$ cat config.mk
export PLATFORM = sky130hd
export DESIGN_NAME = msi_gen
export DESIGN_NICKNAME = d
export VERILOG_FILES = /design/src/rtl/msi_pkg.sv /design/src/rtl/msi_regs.sv /design/src/rtl/msi_pend.sv /design/src/rtl/msi_master.sv /design/src/rtl/msi_gen.sv
export SDC_FILE = /design/constraint.sdc
export NUM_CORES = 1
export LEC_CHECK = 0
export BUFFER_PORTS_ARGS = -buffer_cell sky130_fd_sc_hd__buf_4
export CAP_MARGIN = 20
export CELL_PAD_IN_SITES_DETAIL_PLACEMENT = 0
export CELL_PAD_IN_SITES_GLOBAL_PLACEMENT = 2
export CORE_MARGIN = 2
export CORE_UTILIZATION = 32
export DETAILED_ROUTE_END_ITERATION = 12
export PLACE_DENSITY_LB_ADDON = 0.1
export SKIP_CTS_REPAIR_TIMING = 1
export SLEW_MARGIN = 5
export SYNTH_ARGS = -nofsm -noshare
export SYNTH_HDL_FRONTEND = slang
export SYNTH_SLANG_ARGS = --single-unit
$ cat constraint.sdc
create_clock -name clk -period 2.2 [get_ports clk]
set_input_delay 0.44 -clock clk [delete_from_list [all_inputs] [get_ports clk]]
set_output_delay 0.44 -clock clk [all_outputs]
set_load 0.03 [all_outputs]
$ cat src/rtl/msi_pkg.sv
package msi_pkg;
  localparam int REG_ADR_W = 2;
  localparam logic [REG_ADR_W-1:0] OFS_TARGET = 2'd0;
  localparam logic [REG_ADR_W-1:0] OFS_DATA   = 2'd1;
  localparam logic [REG_ADR_W-1:0] OFS_CTRL   = 2'd2;
  localparam int CTRL_EN_BIT  = 0;
  localparam int CTRL_ERR_BIT = 1;

  typedef enum logic [1:0] {
    MS_IDLE = 2'd0,
    MS_REQ  = 2'd1,
    MS_WAIT = 2'd2
  } mst_state_e;

  // Next pending count: saturating add, plain subtract, net zero when both.
  function automatic int unsigned pend_next(input int unsigned cnt, input logic inc,
                                            input logic dec, input int unsigned lim);
    if (inc && !dec) return (cnt >= lim) ? lim : cnt + 1;
    if (dec && !inc) return (cnt == 0) ? 0 : cnt - 1;
    return cnt;
  endfunction
endpackage

$ cat src/rtl/msi_regs.sv
module msi_regs #(
  parameter int AW = 32,
  parameter int DW = 32
) (
  input  logic                           clk,
  input  logic                           rst,
  input  logic                           s_cyc,
  input  logic                           s_stb,
  input  logic                           s_we,
  input  logic [msi_pkg::REG_ADR_W-1:0]  s_adr,
  input  logic [31:0]                    s_dat_i,
  output logic [31:0]                    s_dat_o,
  output logic                           s_ack,
  input  logic                           err_evt,
  output logic [AW-1:0]                  tgt_adr,
  output logic [DW-1:0]                  tgt_dat,
  output logic                           en,
  output logic                           err_flag
);
  import msi_pkg::*;

  logic req;
  logic wr;
  logic unused_wbits;
  assign req = s_cyc && s_stb && !s_ack;
  assign wr  = req && s_we;
  assign unused_wbits = ^s_dat_i;

  function automatic logic [31:0] rd_mux(input logic [REG_ADR_W-1:0] a,
                                         input logic [AW-1:0] ta, input logic [DW-1:0] td,
                                         input logic e, input logic f);
    logic [31:0] r;
    r = '0;
    case (a)
      OFS_TARGET: r = 32'(ta);
      OFS_DATA:   r = 32'(td);
      OFS_CTRL:   begin r[CTRL_EN_BIT] = e; r[CTRL_ERR_BIT] = f; end
      default:    r = '0;
    endcase
    return r;
  endfunction

  always_ff @(posedge clk) begin
    if (rst) begin
      tgt_adr  <= '0;
      tgt_dat  <= '0;
      en       <= 1'b0;
      err_flag <= 1'b0;
      s_ack    <= 1'b0;
      s_dat_o  <= '0;
    end else begin
      s_ack   <= req;
      s_dat_o <= req ? rd_mux(s_adr, tgt_adr, tgt_dat, en, err_flag) : '0;
      if (wr && s_adr == OFS_TARGET) tgt_adr <= s_dat_i[AW-1:0];
      if (wr && s_adr == OFS_DATA)   tgt_dat <= s_dat_i[DW-1:0];
      if (wr && s_adr == OFS_CTRL)   en      <= s_dat_i[CTRL_EN_BIT];
      if (err_evt)
        err_flag <= 1'b1;
      else if (wr && s_adr == OFS_CTRL && s_dat_i[CTRL_ERR_BIT])
        err_flag <= 1'b0;
    end
  end
endmodule

$ cat src/rtl/msi_pend.sv
module msi_pend #(
  parameter int PEND_MAX = 15,
  localparam int CW = $clog2(PEND_MAX + 1)
) (
  input  logic          clk,
  input  logic          rst,
  input  logic          inc,
  input  logic          dec,
  output logic [CW-1:0] cnt,
  output logic          nonzero
);
  import msi_pkg::*;

  always_ff @(posedge clk) begin
    if (rst) cnt <= '0;
    else     cnt <= CW'(pend_next(int'(cnt), inc, dec, PEND_MAX));
  end
  assign nonzero = (cnt != '0);
endmodule

$ cat src/rtl/msi_master.sv
module msi_master #(
  parameter int AW = 32,
  parameter int DW = 32
) (
  input  logic          clk,
  input  logic          rst,
  input  logic          go,
  input  logic [AW-1:0] tgt_adr,
  input  logic [DW-1:0] tgt_dat,
  output logic          m_cyc,
  output logic          m_stb,
  output logic          m_we,
  output logic [AW-1:0] m_adr,
  output logic [DW-1:0] m_dat_o,
  input  logic          m_ack,
  input  logic          m_err,
  input  logic          m_stall,
  output logic          done,
  output logic          err_evt
);
  import msi_pkg::*;

  mst_state_e st;
  logic       term;

  assign m_cyc   = (st != MS_IDLE);
  assign m_stb   = (st == MS_REQ);
  assign m_we    = m_cyc;
  assign term    = m_cyc && (m_ack || m_err);
  assign done    = term;
  assign err_evt = m_cyc && m_err;

  always_ff @(posedge clk) begin
    if (rst) begin
      st      <= MS_IDLE;
      m_adr   <= '0;
      m_dat_o <= '0;
    end else begin
      case (st)
        MS_IDLE: if (go) begin
          st      <= MS_REQ;
          m_adr   <= tgt_adr;
          m_dat_o <= tgt_dat;
        end
        MS_REQ:  if (term) st <= MS_IDLE;
                 else if (!m_stall) st <= MS_WAIT;
        MS_WAIT: if (term) st <= MS_IDLE;
        default: st <= MS_IDLE;
      endcase
    end
  end
endmodule

$ cat src/rtl/msi_gen.sv
module msi_gen #(
  parameter int AW = 32,
  parameter int DW = 32,
  parameter int PEND_MAX = 15,
  localparam int CW = $clog2(PEND_MAX + 1)
) (
  input  logic        clk,
  input  logic        rst,
  input  logic        s_cyc,
  input  logic        s_stb,
  input  logic        s_we,
  input  logic [1:0]  s_adr,
  input  logic [31:0] s_dat_i,
  output logic [31:0] s_dat_o,
  output logic        s_ack,
  input  logic        evt_i,
  output logic        m_cyc,
  output logic        m_stb,
  output logic        m_we,
  output logic [AW-1:0] m_adr,
  output logic [DW-1:0] m_dat_o,
  input  logic        m_ack,
  input  logic        m_err,
  input  logic        m_stall
);
  logic [AW-1:0] tgt_adr;
  logic [DW-1:0] tgt_dat;
  logic          en;
  logic          err_flag;
  logic          err_evt;
  logic          done;
  logic [CW-1:0] pend_cnt;
  logic          pend_nz;
  logic          go;

  assign go = en && pend_nz && !m_cyc;

  msi_regs #(.AW(AW), .DW(DW)) u_regs (
    .clk(clk), .rst(rst), .s_cyc(s_cyc), .s_stb(s_stb), .s_we(s_we), .s_adr(s_adr),
    .s_dat_i(s_dat_i), .s_dat_o(s_dat_o), .s_ack(s_ack), .err_evt(err_evt),
    .tgt_adr(tgt_adr), .tgt_dat(tgt_dat), .en(en), .err_flag(err_flag)
  );

  msi_pend #(.PEND_MAX(PEND_MAX)) u_pend (
    .clk(clk), .rst(rst), .inc(evt_i), .dec(done), .cnt(pend_cnt), .nonzero(pend_nz)
  );

  msi_master #(.AW(AW), .DW(DW)) u_mst (
    .clk(clk), .rst(rst), .go(go), .tgt_adr(tgt_adr), .tgt_dat(tgt_dat),
    .m_cyc(m_cyc), .m_stb(m_stb), .m_we(m_we), .m_adr(m_adr), .m_dat_o(m_dat_o),
    .m_ack(m_ack), .m_err(m_err), .m_stall(m_stall), .done(done), .err_evt(err_evt)
  );
endmodule

==> Word level (Yosys, flattened, before mapping) <==
Index checks and enable logic that the tools add are counted.
{ "word_totals": {"ff_bits": 169, "word_cells": 69, "output_inout_bits": 100, "in_bits": 43} }
{ "op_classes": {"eq_ne": 7, "mux": 20, "bitwise": 1, "add_sub_neg": 2, "n_lt_le_gt_ge": 1, "reduce_logical": 28} }
{ "ops": {"columns": ["cell", "n"], "rows": [
  ["case mux 30 bit (2 select lines)", 1],
  ["two-way mux 4 bit", 6],
  ["logical AND 1 bit", 13],
  ["case mux 2 bit (3 select lines)", 2],
  ["two-way mux 2 bit", 4],
  ["two-way mux 1 bit", 7],
  ["nonzero test 2 bit", 3],
  ["adder 4 x 1 -> 4 bit (second input constant)", 1],
  ["equality test 2 x 1 -> 1 bit (second input constant)", 2],
  ["equality test 2 bit (second input constant)", 2],
  [">= comparator 4 bit (second input constant)", 1],
  ["zero test 1 bit", 4],
  ["zero test 2 bit", 2],
  ["zero test 4 bit", 1],
  ["inequality test 2 bit (second input constant)", 2],
  ["nonzero test 4 bit", 1],
  ["subtractor 4 x 1 -> 4 bit (second input constant)", 1],
  ["inequality test 3 x 2 -> 1 bit (second input constant)", 1],
  ["AND reduction 3 bit", 1],
  ["AND reduction 2 bit", 1],
  ["OR reduction 2 bit", 1],
  ["logical OR 1 bit", 1],
  ["NOT 1 bit", 1]
]} }

==> Depth between registers and ports, before layout <==
Gate-level depths: netlist of run 1.
{ "logic_depth": {"depth_word": 10, "ltp_mapped": 9, "ltp_nobuf": 9} }

==> Hierarchy <==
From an unflattened synthesis of run 1, not the netlist that was laid out.
{ "hier_totals": {"cells_unflattened": 757, "hier_area_um2": 7275.7} }
{ "by_module_without_submodules": {"columns": ["module", "cells_each", "area_per_inst_um2", "seq_area_each_um2", "instances"], "rows": [
  ["msi_regs", 421, 3867.5, 1981.9, 1],
  ["msi_master", 291, 3032.9, 1321.3, 1],
  ["msi_pend", 44, 366.6, 80.1, 1],
  ["msi_gen", 1, 8.8, 0.0, 1]
]} }

==> Worst setup path after synthesis of run 1 <==
Ideal clock, no wire load.
{ "synth_timing": {"path_kind": "reg2reg", "from": "register u_mst.st[1]", "to": "register u_pend.cnt[2]", "required_ps": 2060, "n_path_buf": 0, "arrival_ps": 1792, "slack_ps": 268, "path_stages_with_launch": 10, "setup_time_ps": 140, "synth_period_minus_slack_ps": 1932, "path_cell_list": "dfxtp_1 > nor2_1 > inv_1 > o21ai_0 > inv_1 > ha_1 > nor2_1 > mux2_2 > a32oi_1 > a21oi_1"} }
{ "synth_via": {"elab_chain_len": 8, "word_cells_on_any_way": 15, "cone_classes": "9 x mux; 6 x reduce/logical"} }
{ "synth_lines": {"columns": ["item", "line", "rtl"], "rows": [
  ["start, declared", "msi_master.sv:23", "mst_state_e st;"],
  ["start signal, assigned", "msi_master.sv:35", "st <= MS_IDLE;"],
  ["start signal, assigned", "msi_master.sv:41", "st <= MS_REQ;"],
  ["start signal, assigned", "msi_master.sv:45", "MS_REQ: if (term) st <= MS_IDLE;"],
  ["nonzero test 2 bit *", "msi_master.sv:26", "assign m_cyc = (st != MS_IDLE);"],
  ["via m_cyc", "msi_gen.sv:17", "output logic m_cyc,"],
  ["logical AND 1 bit *", "msi_master.sv:29", "assign term = m_cyc && (m_ack || m_err);"],
  ["zero test 1 bit", "msi_pkg.sv:18", "if (inc && !dec) return (cnt >= lim) ? lim : cnt + 1;"],
  ["logical AND 1 bit", "msi_pkg.sv:18", null],
  ["two-way mux 4 bit", "msi_pkg.sv:18", null],
  ["two-way mux 4 bit", "msi_pkg.sv:19", "if (dec && !inc) return (cnt == 0) ? 0 : cnt - 1;"],
  ["two-way mux 4 bit", "msi_pkg.sv:20", "return cnt;"],
  ["two-way mux 4 bit", "msi_pkg.sv:19", null],
  ["end signal, assigned", "msi_pend.sv:16", "else cnt <= CW'(pend_next(int'(cnt), inc, dec, PEND_MAX));"],
  ["end, declared", "msi_pend.sv:9", "output logic [CW-1:0] cnt,"]
]} }
The timed path passes the listed nets; every way through them passes the cells marked *. The select of a mux whose other input is x is not followed.
A chain may end at the register's enable or synchronous reset.

==> Worst setup path after layout of run 1 <==
{ "layout_timing": {"from": "register u_mst.st[1]", "to": "register u_pend.cnt[1]"} }
{ "layout_via": {"elab_chain_len": 8, "word_cells_on_any_way": 15, "cone_classes": "9 x mux; 6 x reduce/logical"} }
{ "layout_lines": {"columns": ["item", "line"], "rows": [
  ["nonzero test 2 bit *", "msi_master.sv:26"],
  ["logical AND 1 bit *", "msi_master.sv:29"],
  ["zero test 1 bit", "msi_pkg.sv:18"],
  ["logical AND 1 bit", "msi_pkg.sv:18"],
  ["two-way mux 4 bit", "msi_pkg.sv:18"],
  ["two-way mux 4 bit", "msi_pkg.sv:19"],
  ["two-way mux 4 bit", "msi_pkg.sv:20"],
  ["two-way mux 4 bit", "msi_pkg.sv:19"]
]} }
Mark *: on every way between the ends. The rest lies on a longest branch, timed or not. The select of a mux whose other input is x is not followed.

==> results.py, run 1 <==
metrics = {
    "synthesis": {
        "ys_top_cells_by_area": "dfxtp_1, nand2_1, a21oi_2",
        "synth_area_per_cell_um2": 9.02,
        "synth_seq_cells": 169,
        "synth_area_um2": 6610,
        "yosysMostFrequentCell": "nand2_1",
        "synth-main-ff-cell": "dfxtp_1",
        "synth_cells": 733,
        "synth_common_cells": "nand2_1, dfxtp_1, a21oi_1, a21oi_2, nand2_2",
        "async_flop_share_pct": 0,
        "ys.warnings.count": 0,
        "yosys.area.top_type": "dfxtp_1",
        "yosys.area.top_type_share_pct": 51.2,
        "synth_edf_count": 0,
        "yosysSeqAreaShare_pct": 51.2,
        "synth_cell_type_count": 42,
        "synth_fp_nets": 781,
    },
    "floorplan": {
        "die_h_um": 148,
        "fp.dieW_um": 148,
        "dieArea_um2": 21800,
        "rows": 52,
        "start_util_pct": 32.7,
        "design.core.area_um2": 20200,
        "ios": 143,
    },
    "detailed_routing": {
        "vias": 5218,
        "routed_wl_mm": 17.6,
        "route.detailed.drc": 0,
        "met3RoutedLength_mm": 1.02,
        "via_per_inst": 4.57,
        "postRouteAntennaNets": 0,
        "first_pass_iters": 4,
        "initialDrtViolationCount": 274,
        "wl_met1_mm": 8.19,
        "top_layer_used": "met4",
        "drt-wirelength-per-cell_um": 15.4,
        "routed-wl-met2_mm": 8.20,
    },
    "timing": {
        "grt_setup_unrepaired": "false",
        "min_period_over_period_pct": 90.7,
        "timing.hold.ws_ns": 0.197,
        "setup-violations-final": 0,
        "max_slew.worst_pin.slew_ns": 0.777,
        "hold_viol": 0,
        "max_freq_mhz": 501,
        "slew_headroom_pct": 48.2,
        "skew_ns": 0.0123,
        "fin_setup_tns_ns": 0,
        "slew_violations": 0,
        "period_needed_ns": 2.00,
    },
    "placed_design": {
        "port_buffers": 142,
        "gp_congestion": 0.728,
        "dp_cells": 1109,
        "place_hpwl_mm": 11.2,
        "placed_area_um2": 7800,
    },
    "global_route": {
        "grt_pass1_wl_mm": 28.0,
        "grt_pass1_vias": 5264,
        "antenna_found_initial": 0,
        "grt.total_usage_pct": 16.3,
        "grt_max_degree": 137,
        "grt.overflow.total": 0,
    },
    "finish": {
        "areaGrowthSynthToFinish_pct": 26.3,
        "stdcell_count": 1141,
        "multi_input_area_um2": 2810,
        "fin_area_um2": 8350,
        "ff_latch_area_um2": 3380,
        "fin_nets": 906,
        "antennaDiodeCount": 0,
        "drive_above_1_share_pct": 34.4,
        "fillers": 2097,
    },
    "pwr": {
        "leakage_nw": 3.19,
        "power_frac_comb_pct": 4.6,
        "swShare_pct": 23.8,
        "internal_power_mw": 4.70,
        "ir_drop_mv": 0.484,
        "powerDensity_nw_per_um2": 739,
        "p_clk_share_pct": 45.3,
        "p_total_mw": 6.17,
        "seqPwrFrac_pct": 50.2,
        "switchingPower_mw": 1.47,
    },
    "clock_tree": {
        "clockRootBuffer": "clkbuf_16",
        "htree_levels": 4,
        "clock_path_buffers": 2,
        "cts_tree": "done",
        "clkTransAtPathRegs_ns": 0.07,
        "numCtsBuffers": 17,
        "clk_latency_ns": 0.42,
        "cts.sinks": 169,
    },
    "setup_path": {
        "reg2reg_to": "u_pend.cnt[1]",
        "cp_max_fo": 7,
        "endpoint_kind": "flop",
        "path_class": "flop to flop",
        "critPathLaunchType": "flop",
        "startpoint": "u_mst.st[1]",
        "arrival_ns": 2.26,
        "cp.required_ns": 2.46,
        "r2r_slack_ns": 0.20,
        "r2r_start": "u_mst.st[1]",
        "rr_worst_depth": 8,
    },
    "min_path": {
        "min_to": "u_mst.st[1]",
        "hp-class": "input pin to flop",
        "hold-path-cell-count": 2,
        "worstHoldStart": "m_ack",
    },
    "job": {
        "maxCapViolCount": 0,
    },
    "status": {
        "status": "finished clean",
    },
}
how the worst max path moves through the flow:
stage	to	slack, ns	cells past startpoint
floorplan	u_pend.cnt[2]	0.27	9
global placement	u_pend.cnt[2]	0.22	8
detailed placement	u_pend.cnt[2]	0.17	8
CTS	u_pend.cnt[2]	0.21	9
global route	u_pend.cnt[2]	0.02	9
finish	u_pend.cnt[1]	0.20	8
flip-flops by register name, indices dropped and copies added, names as in the netlist:
name	count
u_regs.err_flag	1
u_regs.en	1
u_regs.s_dat_o	32
u_mst.m_adr	32
u_regs.tgt_adr	32
u_regs.s_ack	1
u_pend.cnt	4
u_regs.tgt_dat	32
u_mst.m_dat_o	32
u_mst.st	2
placed cells by master (no fill, tap or decap), types with 3 or more instances in the layout:
master     count
ha_1           5
buf_4        153
mux2i_1       33
nor2b_1        3
nand2_1      208
nand2_4        3
a21oi_1       84
dfxtp_1      169
clkinv_4       5
inv_1          8
clkinv_2       4
nand2_2       48
o21ai_0        3
a21oi_2       50
clkbuf_16     17
buf_12         4
nor2_1        38
routing by layer:
layer / global-route usage, % / vias up
met1: 21.5 / 2443
li1: - / 2637
met4: 4.33 / 0
met3: 4.14 / 14
met2: 26.8 / 124
met5: 0 / -
kinds of logic (layout without fill, tap and decap cells):
kind of cell               Yosys count  after routing  share of synthesized area (%)
DFF                                169            169                           51.2
muxes                               34             34                           5.17
buffers and inverters               60            198                           6.51
adders and majority gates            5              5                          0.946
AOI/OAI and AO/OA                  147            147                           14.4
xor gates and xnor gates             2              2                          0.265
and+or+nand+nor                    316            316                           21.5
stage by stage:
step                util [%]  setup WS (ns)
floorplan                  -          0.268
global placement        38.6          0.222
detailed placement      38.6          0.175
CTS                     41.3          0.206
global route            41.3         0.0166
finish                  41.3          0.205
critical path, stage by stage, from the launching register on:
cell and delay [ns]:
dfxtp_1 0.32, nor2_1 0.20, inv_1 0.13, o21ai_0 0.13, inv_1 0.07, ha_1 0.37
a41oi_1 0.28, a21boi_0 0.22, a221oi_1 0.11
area by class of cell:
type	instances	area share, %
clock buffer	19	5.42
tap	270	4.04
inverter	8	0.359
sequential	169	40.5
timing repair buffer	158	14.8
multi-input combinational	504	33.7
clock inverter	13	1.15
power groups by stage:
stage	clock [mW]	combinational, mW	sequential, mW
finish	2.79	0.281	3.10
global route	3.03	0.307	3.10
CTS	2.87	0.285	3.10
detailed placement	0	0.284	3.17
global placement	0	0.281	3.17
floorplan	0	0.157	3.17
Power figures use the tool's default switching activity.
==> inputs of run 2 (changes only) <==
CELL_PAD_IN_SITES_DETAIL_PLACEMENT = 1   (was 0)
CELL_PAD_IN_SITES_GLOBAL_PLACEMENT = 1   (was 2)
CORE_UTILIZATION = 42   (was 32)
SYNTH_HIERARCHICAL = 1   (was unset)
==> run 2 against run 1 <==
Clock-buffer cell count grew 2. Clock power rose by 8.2%. Worst setup slack worse by 0.052 ns. Global-route usage rose by 5.9 points. First-iteration DRC count rose by 26%. Critical path type unchanged. Highest routed layer unchanged.
==> results.py, run 2 <==
metrics = {
    "detailed_routing": {
        "routed_wl_mm": 20.9,
        "vias": 5984,
        "postRouteAntennaNets": 0,
        "via_per_inst": 5.41,
        "initialDrtViolationCount": 346,
        "first_pass_iters": 4,
        "route.detailed.drc": 0,
        "drt-wirelength-per-cell_um": 18.8,
    },
    "synthesis": {
        "synth_common_cells": "dfxtp_1, nand2b_1, mux2i_1, a21oi_1, clkbuf_1",
        "async_flop_share_pct": 0,
        "ys_top_cells_by_area": "dfxtp_1, mux2i_1, nand2b_1",
        "synth_area_per_cell_um2": 9.61,
        "synth-main-ff-cell": "dfxtp_1",
        "yosys.area.top_type": "dfxtp_1",
        "synth_cell_type_count": 45,
        "synth_area_um2": 7280,
        "synth_fp_nets": 805,
        "synth_seq_cells": 169,
        "yosys.area_share.simple_pct": 21.0,
        "synth-compound-area-share_pct": 11.7,
        "synth_fa_ha_area_share_pct": 0.860,
        "yosysMostFrequentCell": "dfxtp_1",
        "muxShareOfSynthArea_pct": 13.7,
        "synth_cells": 757,
        "ys.warnings.count": 6,
        "yosys.area.top_type_share_pct": 46.5,
        "synth_top_family_by_area": "simple AND/OR/NAND/NOR gates",
        "yosysSeqAreaShare_pct": 46.5,
        "synth_edf_count": 0,
        "synth-xor-area-share_pct": 0,
    },
    "floorplan": {
        "fp.dieW_um": 136,
        "design.core.area_um2": 17100,
        "start_util_pct": 42.5,
        "die_h_um": 136,
        "ios": 143,
        "dieArea_um2": 18400,
        "rows": 48,
    },
    "timing": {
        "period_needed_ns": 2.05,
        "setup-violations-final": 0,
        "max_slew.worst_pin.slew_ns": 0.830,
        "hold_viol": 0,
        "max_freq_mhz": 488,
        "min_period_over_period_pct": 93.1,
        "skew_ns": 0.00952,
        "fin_setup_tns_ns": 0,
        "worst_slack_ns": 0.152,
        "slew_violations": 0,
        "timing.hold.ws_ns": 0.202,
        "slew_headroom_pct": 44.6,
    },
    "setup_path": {
        "reg2reg_to": "u_mst/m_dat_o[0]",
        "worst_path_most_repeated_cell": "nor3b_4",
        "r2r_slack_ns": 0.15,
        "crit_buf_inv": 4,
        "critPathLaunchType": "flop",
        "crit_slowest_cell": "dfxtp_2",
        "rr_worst_depth": 9,
        "arrival_ns": 2.39,
        "cp_max_fo": 18,
        "crit_chain": "inv_1 > ha_1 > nor3b_4 > inv_2 > and3b_1 > nor3b_4 > buf_4 > buf_12 > mux2i_1",
        "critPathMaxStageDelay_ns": 0.36,
        "crit_family": "simple AND/OR/NAND/NOR gates",
        "cp.required_ns": 2.54,
        "r2r_start": "u_pend/cnt[0]",
        "endpoint_kind": "flop",
        "path_class": "flop to flop",
    },
    "finish": {
        "areaGrowthSynthToFinish_pct": 24.8,
        "ff_latch_area_um2": 3390,
        "mostFrequentLayoutCell": "dfxtp_1",
        "drive_above_1_share_pct": 24.0,
        "fillers": 1982,
        "antennaDiodeCount": 0,
        "fin_nets": 917,
        "multi_input_area_um2": 3450,
        "final_cell_mix": "dfxtp_1, buf_4, nand2b_1",
    },
    "min_path": {
        "worstHoldStart": "m_ack",
        "min_to": "u_mst/st[1]",
        "hold-path-cell-count": 2,
        "hp-class": "input pin to flop",
    },
    "clock_tree": {
        "htree_levels": 4,
        "clk_latency_ns": 0.43,
        "clock_path_buffers": 2,
        "clkTransAtPathRegs_ns": 0.06,
        "cts_tree": "done",
        "cts.sinks": 169,
        "clockRootBuffer": "clkbuf_16",
        "numCtsBuffers": 17,
    },
    "placed_design": {
        "gp_congestion": 0.760,
        "port_buffers": 142,
        "pre_cts_ws_ns": 0.140,
        "place_hpwl_mm": 13.0,
    },
    "job": {
        "maxCapViolCount": 0,
    },
    "global_route": {
        "grt.overflow.total": 0,
        "grt_pass1_vias": 6204,
        "grt.total_usage_pct": 22.2,
        "antenna_found_initial": 0,
        "grt_max_degree": 115,
        "grt_pass1_wl_mm": 32.0,
    },
    "pwr": {
        "powerDensity_nw_per_um2": 719,
        "ir_drop_mv": 0.564,
        "leakage_nw": 3.33,
    },
    "status": {
        "status": "finished clean",
    },
}
-- run 2: changes by cell type in the layout (fill, tap and decap cells not counted), sizes merged, moves of 30 or more --
cell and change:
nand2 -256, a21oi -68, o21ai +31, nand2b +132, mux2i +64, nand4 +33, o31ai +30, nand3 +30
-- run 2: final cells by class --
class / count / area share (%)
Multi-Input combinational cell: 508 / 38.0
Sequential cell: 169 / 37.3
Timing Repair Buffer: 163 / 14.6
Clock buffer: 21 / 5.29
Tap cell: 225 / 3.10
Clock inverter: 11 / 1.32
Inverter: 10 / 0.413
-- run 2: worst max path at each step --
stage             startpoint               end  depth (start not counted)  slack [ns]
3_5_place_dp   u_pend/cnt[0]   u_mst/m_adr[17]                          8        0.14
6_report       u_pend/cnt[0]  u_mst/m_dat_o[0]                          9        0.15
5_1_grt        u_pend/cnt[0]  u_mst/m_dat_o[0]                          9      -0.004
2_1_floorplan  u_pend/cnt[0]    u_mst/m_adr[0]                          9        0.43
3_3_place_gp   u_pend/cnt[0]   u_mst/m_adr[16]                          8        0.27
4_1_cts        u_pend/cnt[0]    u_mst/m_adr[0]                          8        0.13
-- run 2: logic make-up (layout without fill, tap and decap cells) --
| kind of cell | count (synthesis) | in the layout |
|---|---|---|
| fa+ha+maj | 5 | 5 |
| simple gates | 259 | 259 |
| mux | 99 | 99 |
| flops | 169 | 169 |
| buf+inv | 80 | 205 |
| compound gates | 145 | 145 |
-- run 2: stage by stage --
step	power, mW	area, µm²	utilization, %	cells
after floorplan	3.41	7280	-	757
after global placement	3.57	8410	49.1	1071
after detailed placement	3.58	8410	49.1	1071
after CTS	6.59	9010	52.6	1103
after global routing	6.76	9080	53.1	1107
final	6.53	9080	53.1	1107
-- run 2: power breakdown --
group	internal [mW]	switching (mW)	total (mW)
combinational	0.167	0.253	0.420
sequential	3.08	0.0168	3.10
clock	1.79	1.23	3.02
total	5.03	1.50	6.53
-- run 2: routing by layer --
metal	global-route usage (%)	up-vias	wire, µm
met1	27.1	2951	9150
met4	7.47	0	351
li1	-	2864	-
met2	38.5	142	10400
met3	5.35	27	991
met5	0	-	0
==> inputs of run 3 (changes only) <==
CELL_PAD_IN_SITES_DETAIL_PLACEMENT = unset   (was 1)
CELL_PAD_IN_SITES_GLOBAL_PLACEMENT = unset   (was 1)
CORE_UTILIZATION = 55   (was 42)
PLACE_DENSITY = 0.8   (was unset)
PLACE_DENSITY_LB_ADDON = unset   (was 0.1)
==> run 3 against run 2 <==
Routed wire length is 13% lower. Worst hold slack worse by 0.0089 ns. Critical path type unchanged. Die area is 23% lower. Worst setup slack worse by 0.083 ns. Critical path depth is 1 lower. Combinational power is 3% lower. Non-clock buffer count is 4 lower. Sequential power hardly changed. Final area is 1.3% lower. Power is 0.93% higher. Largest cell class unchanged. Clock-buffer cell count is 2 lower. Utilization is 15 points higher.
==> results.py, run 3 (synthesized netlist as in run 2, its figures left out) <==
metrics = {
    "finish": {
        "final_util_pct": 68.5,
        "areaGrowthSynthToFinish_pct": 23.3,
        "final_cell_mix": "dfxtp_1, buf_4, nand2b_1",
        "fin_nets": 913,
        "antennaDiodeCount": 0,
        "drive_above_1_share_pct": 23.3,
        "mostFrequentLayoutCell": "dfxtp_1",
        "fin_area_um2": 8970,
    },
    "setup_path": {
        "reg2reg_to": "u_mst/m_dat_o[13]",
        "endpoint_kind": "flop",
        "rr_worst_depth": 8,
        "startpoint": "u_pend/cnt[0]",
        "cp.required_ns": 2.54,
        "r2r_start": "u_pend/cnt[0]",
        "critPathLaunchType": "flop",
        "path_class": "flop to flop",
        "arrival_ns": 2.47,
        "cp_max_fo": 37,
        "r2r_slack_ns": 0.07,
    },
    "pwr": {
        "p_total_mw": 6.59,
        "ir_drop_mv": 0.563,
        "powerDensity_nw_per_um2": 735,
        "leakage_nw": 3.29,
    },
    "detailed_routing": {
        "drt-wirelength-per-cell_um": 17.2,
        "first_pass_iters": 8,
        "route.detailed.drc": 0,
        "postRouteAntennaNets": 0,
        "initialDrtViolationCount": 435,
        "via_per_inst": 5.71,
        "vias": 6018,
        "routed_wl_mm": 18.1,
    },
    "min_path": {
        "worstHoldStart": "m_ack",
        "min_to": "u_mst/st[1]",
        "hp-class": "input pin to flop",
        "hold-path-cell-count": 2,
    },
    "timing": {
        "setup-violations-final": 0,
        "worst_slack_ns": 0.0691,
        "max_freq_mhz": 469,
        "max_slew.worst_pin.slew_ns": 0.506,
        "slew_headroom_pct": 66.2,
        "hold_viol": 0,
        "skew_ns": 0.0118,
        "period_needed_ns": 2.13,
        "grt_setup_unrepaired": "false",
        "min_period_over_period_pct": 96.9,
        "fin_setup_tns_ns": 0,
        "slew_violations": 0,
    },
    "clock_tree": {
        "cts.sinks": 169,
        "cts_tree": "done",
        "clockRootBuffer": "clkbuf_16",
        "numCtsBuffers": 17,
        "htree_levels": 4,
        "clkTransAtPathRegs_ns": 0.06,
        "clk_latency_ns": 0.43,
        "clock_path_buffers": 2,
    },
    "placed_design": {
        "place_hpwl_mm": 11.7,
        "pre_cts_ws_ns": 0.145,
        "placed_area_um2": 8350,
        "port_buffers": 142,
        "gp_congestion": 0.806,
    },
    "status": {
        "status": "finished clean",
    },
    "global_route": {
        "antenna_found_initial": 0,
        "grt_pass1_wl_mm": 29.6,
        "grt_max_degree": 64,
        "grt.overflow.total": 0,
        "grt_pass1_vias": 6033,
        "grt.total_usage_pct": 25.8,
    },
    "floorplan": {
        "rows": 42,
        "ios": 143,
        "die_h_um": 119,
        "dieArea_um2": 14200,
        "design.core.area_um2": 13100,
        "fp.dieW_um": 119,
        "start_util_pct": 55.6,
    },
    "job": {
        "maxCapViolCount": 0,
    },
}
==> run 3: worst max-delay path by stage <==
stage	to	slack [ns]	cells after the start
global route	u_mst/m_dat_o[13]	0.02	8
floorplan	u_mst/m_adr[0]	0.43	9
detailed placement	u_mst/m_dat_o[3]	0.14	8
CTS	u_mst/m_dat_o[13]	0.1	8
finish	u_mst/m_dat_o[13]	0.07	8
global placement	u_mst/m_dat_o[20]	0.29	8
==> run 3: power breakdown <==
part | leakage (nW) | switching, mW | internal, mW
clock | 0.289 | 1.24 | 1.86
sequential | 1.36 | 0.0170 | 3.08
combinational | 1.64 | 0.241 | 0.165
==> run 3: area by class of cell <==
| cell class | instances | area, µm² |
|---|---|---|
| fillers | 1010 | 4120 |
| repair buffers | 159 | 1260 |
| well taps | 176 | 220 |
| flip-flops and latches | 169 | 3380 |
| multi-input cells | 508 | 3450 |
| inverters | 10 | 37.5 |
| clock buffers | 19 | 453 |
| clock inverters | 13 | 168 |
==> run 3: per-layer routing <==
metal  up-vias  track usage (%)  share of wire, %
met5         -                0                 0
li1       2856                -                 -
met1      2864             33.8                43
met2       263             41.3                48
met4         0             9.90               1.7
met3        35             5.89               7.0
==> run 3: through the flow <==
step / std cells / hold WS (ns)
3_5_place_dp: 1022 / 0.463
3_3_place_gp: 1022 / 0.460
6_report: 1054 / 0.193
5_1_grt: 1054 / 0.186
2_1_floorplan: 757 / 0.459
4_1_cts: 1054 / 0.179
==> run 3: worst max-delay path: stages (launching register included) <==
cell     delay, ns
dfxtp_1       0.42
inv_1         0.12
ha_1          0.23
nor3b_4       0.17
inv_2         0.07
and3b_1       0.16
nor3b_4       0.29
buf_12        0.30
mux2i_1       0.26
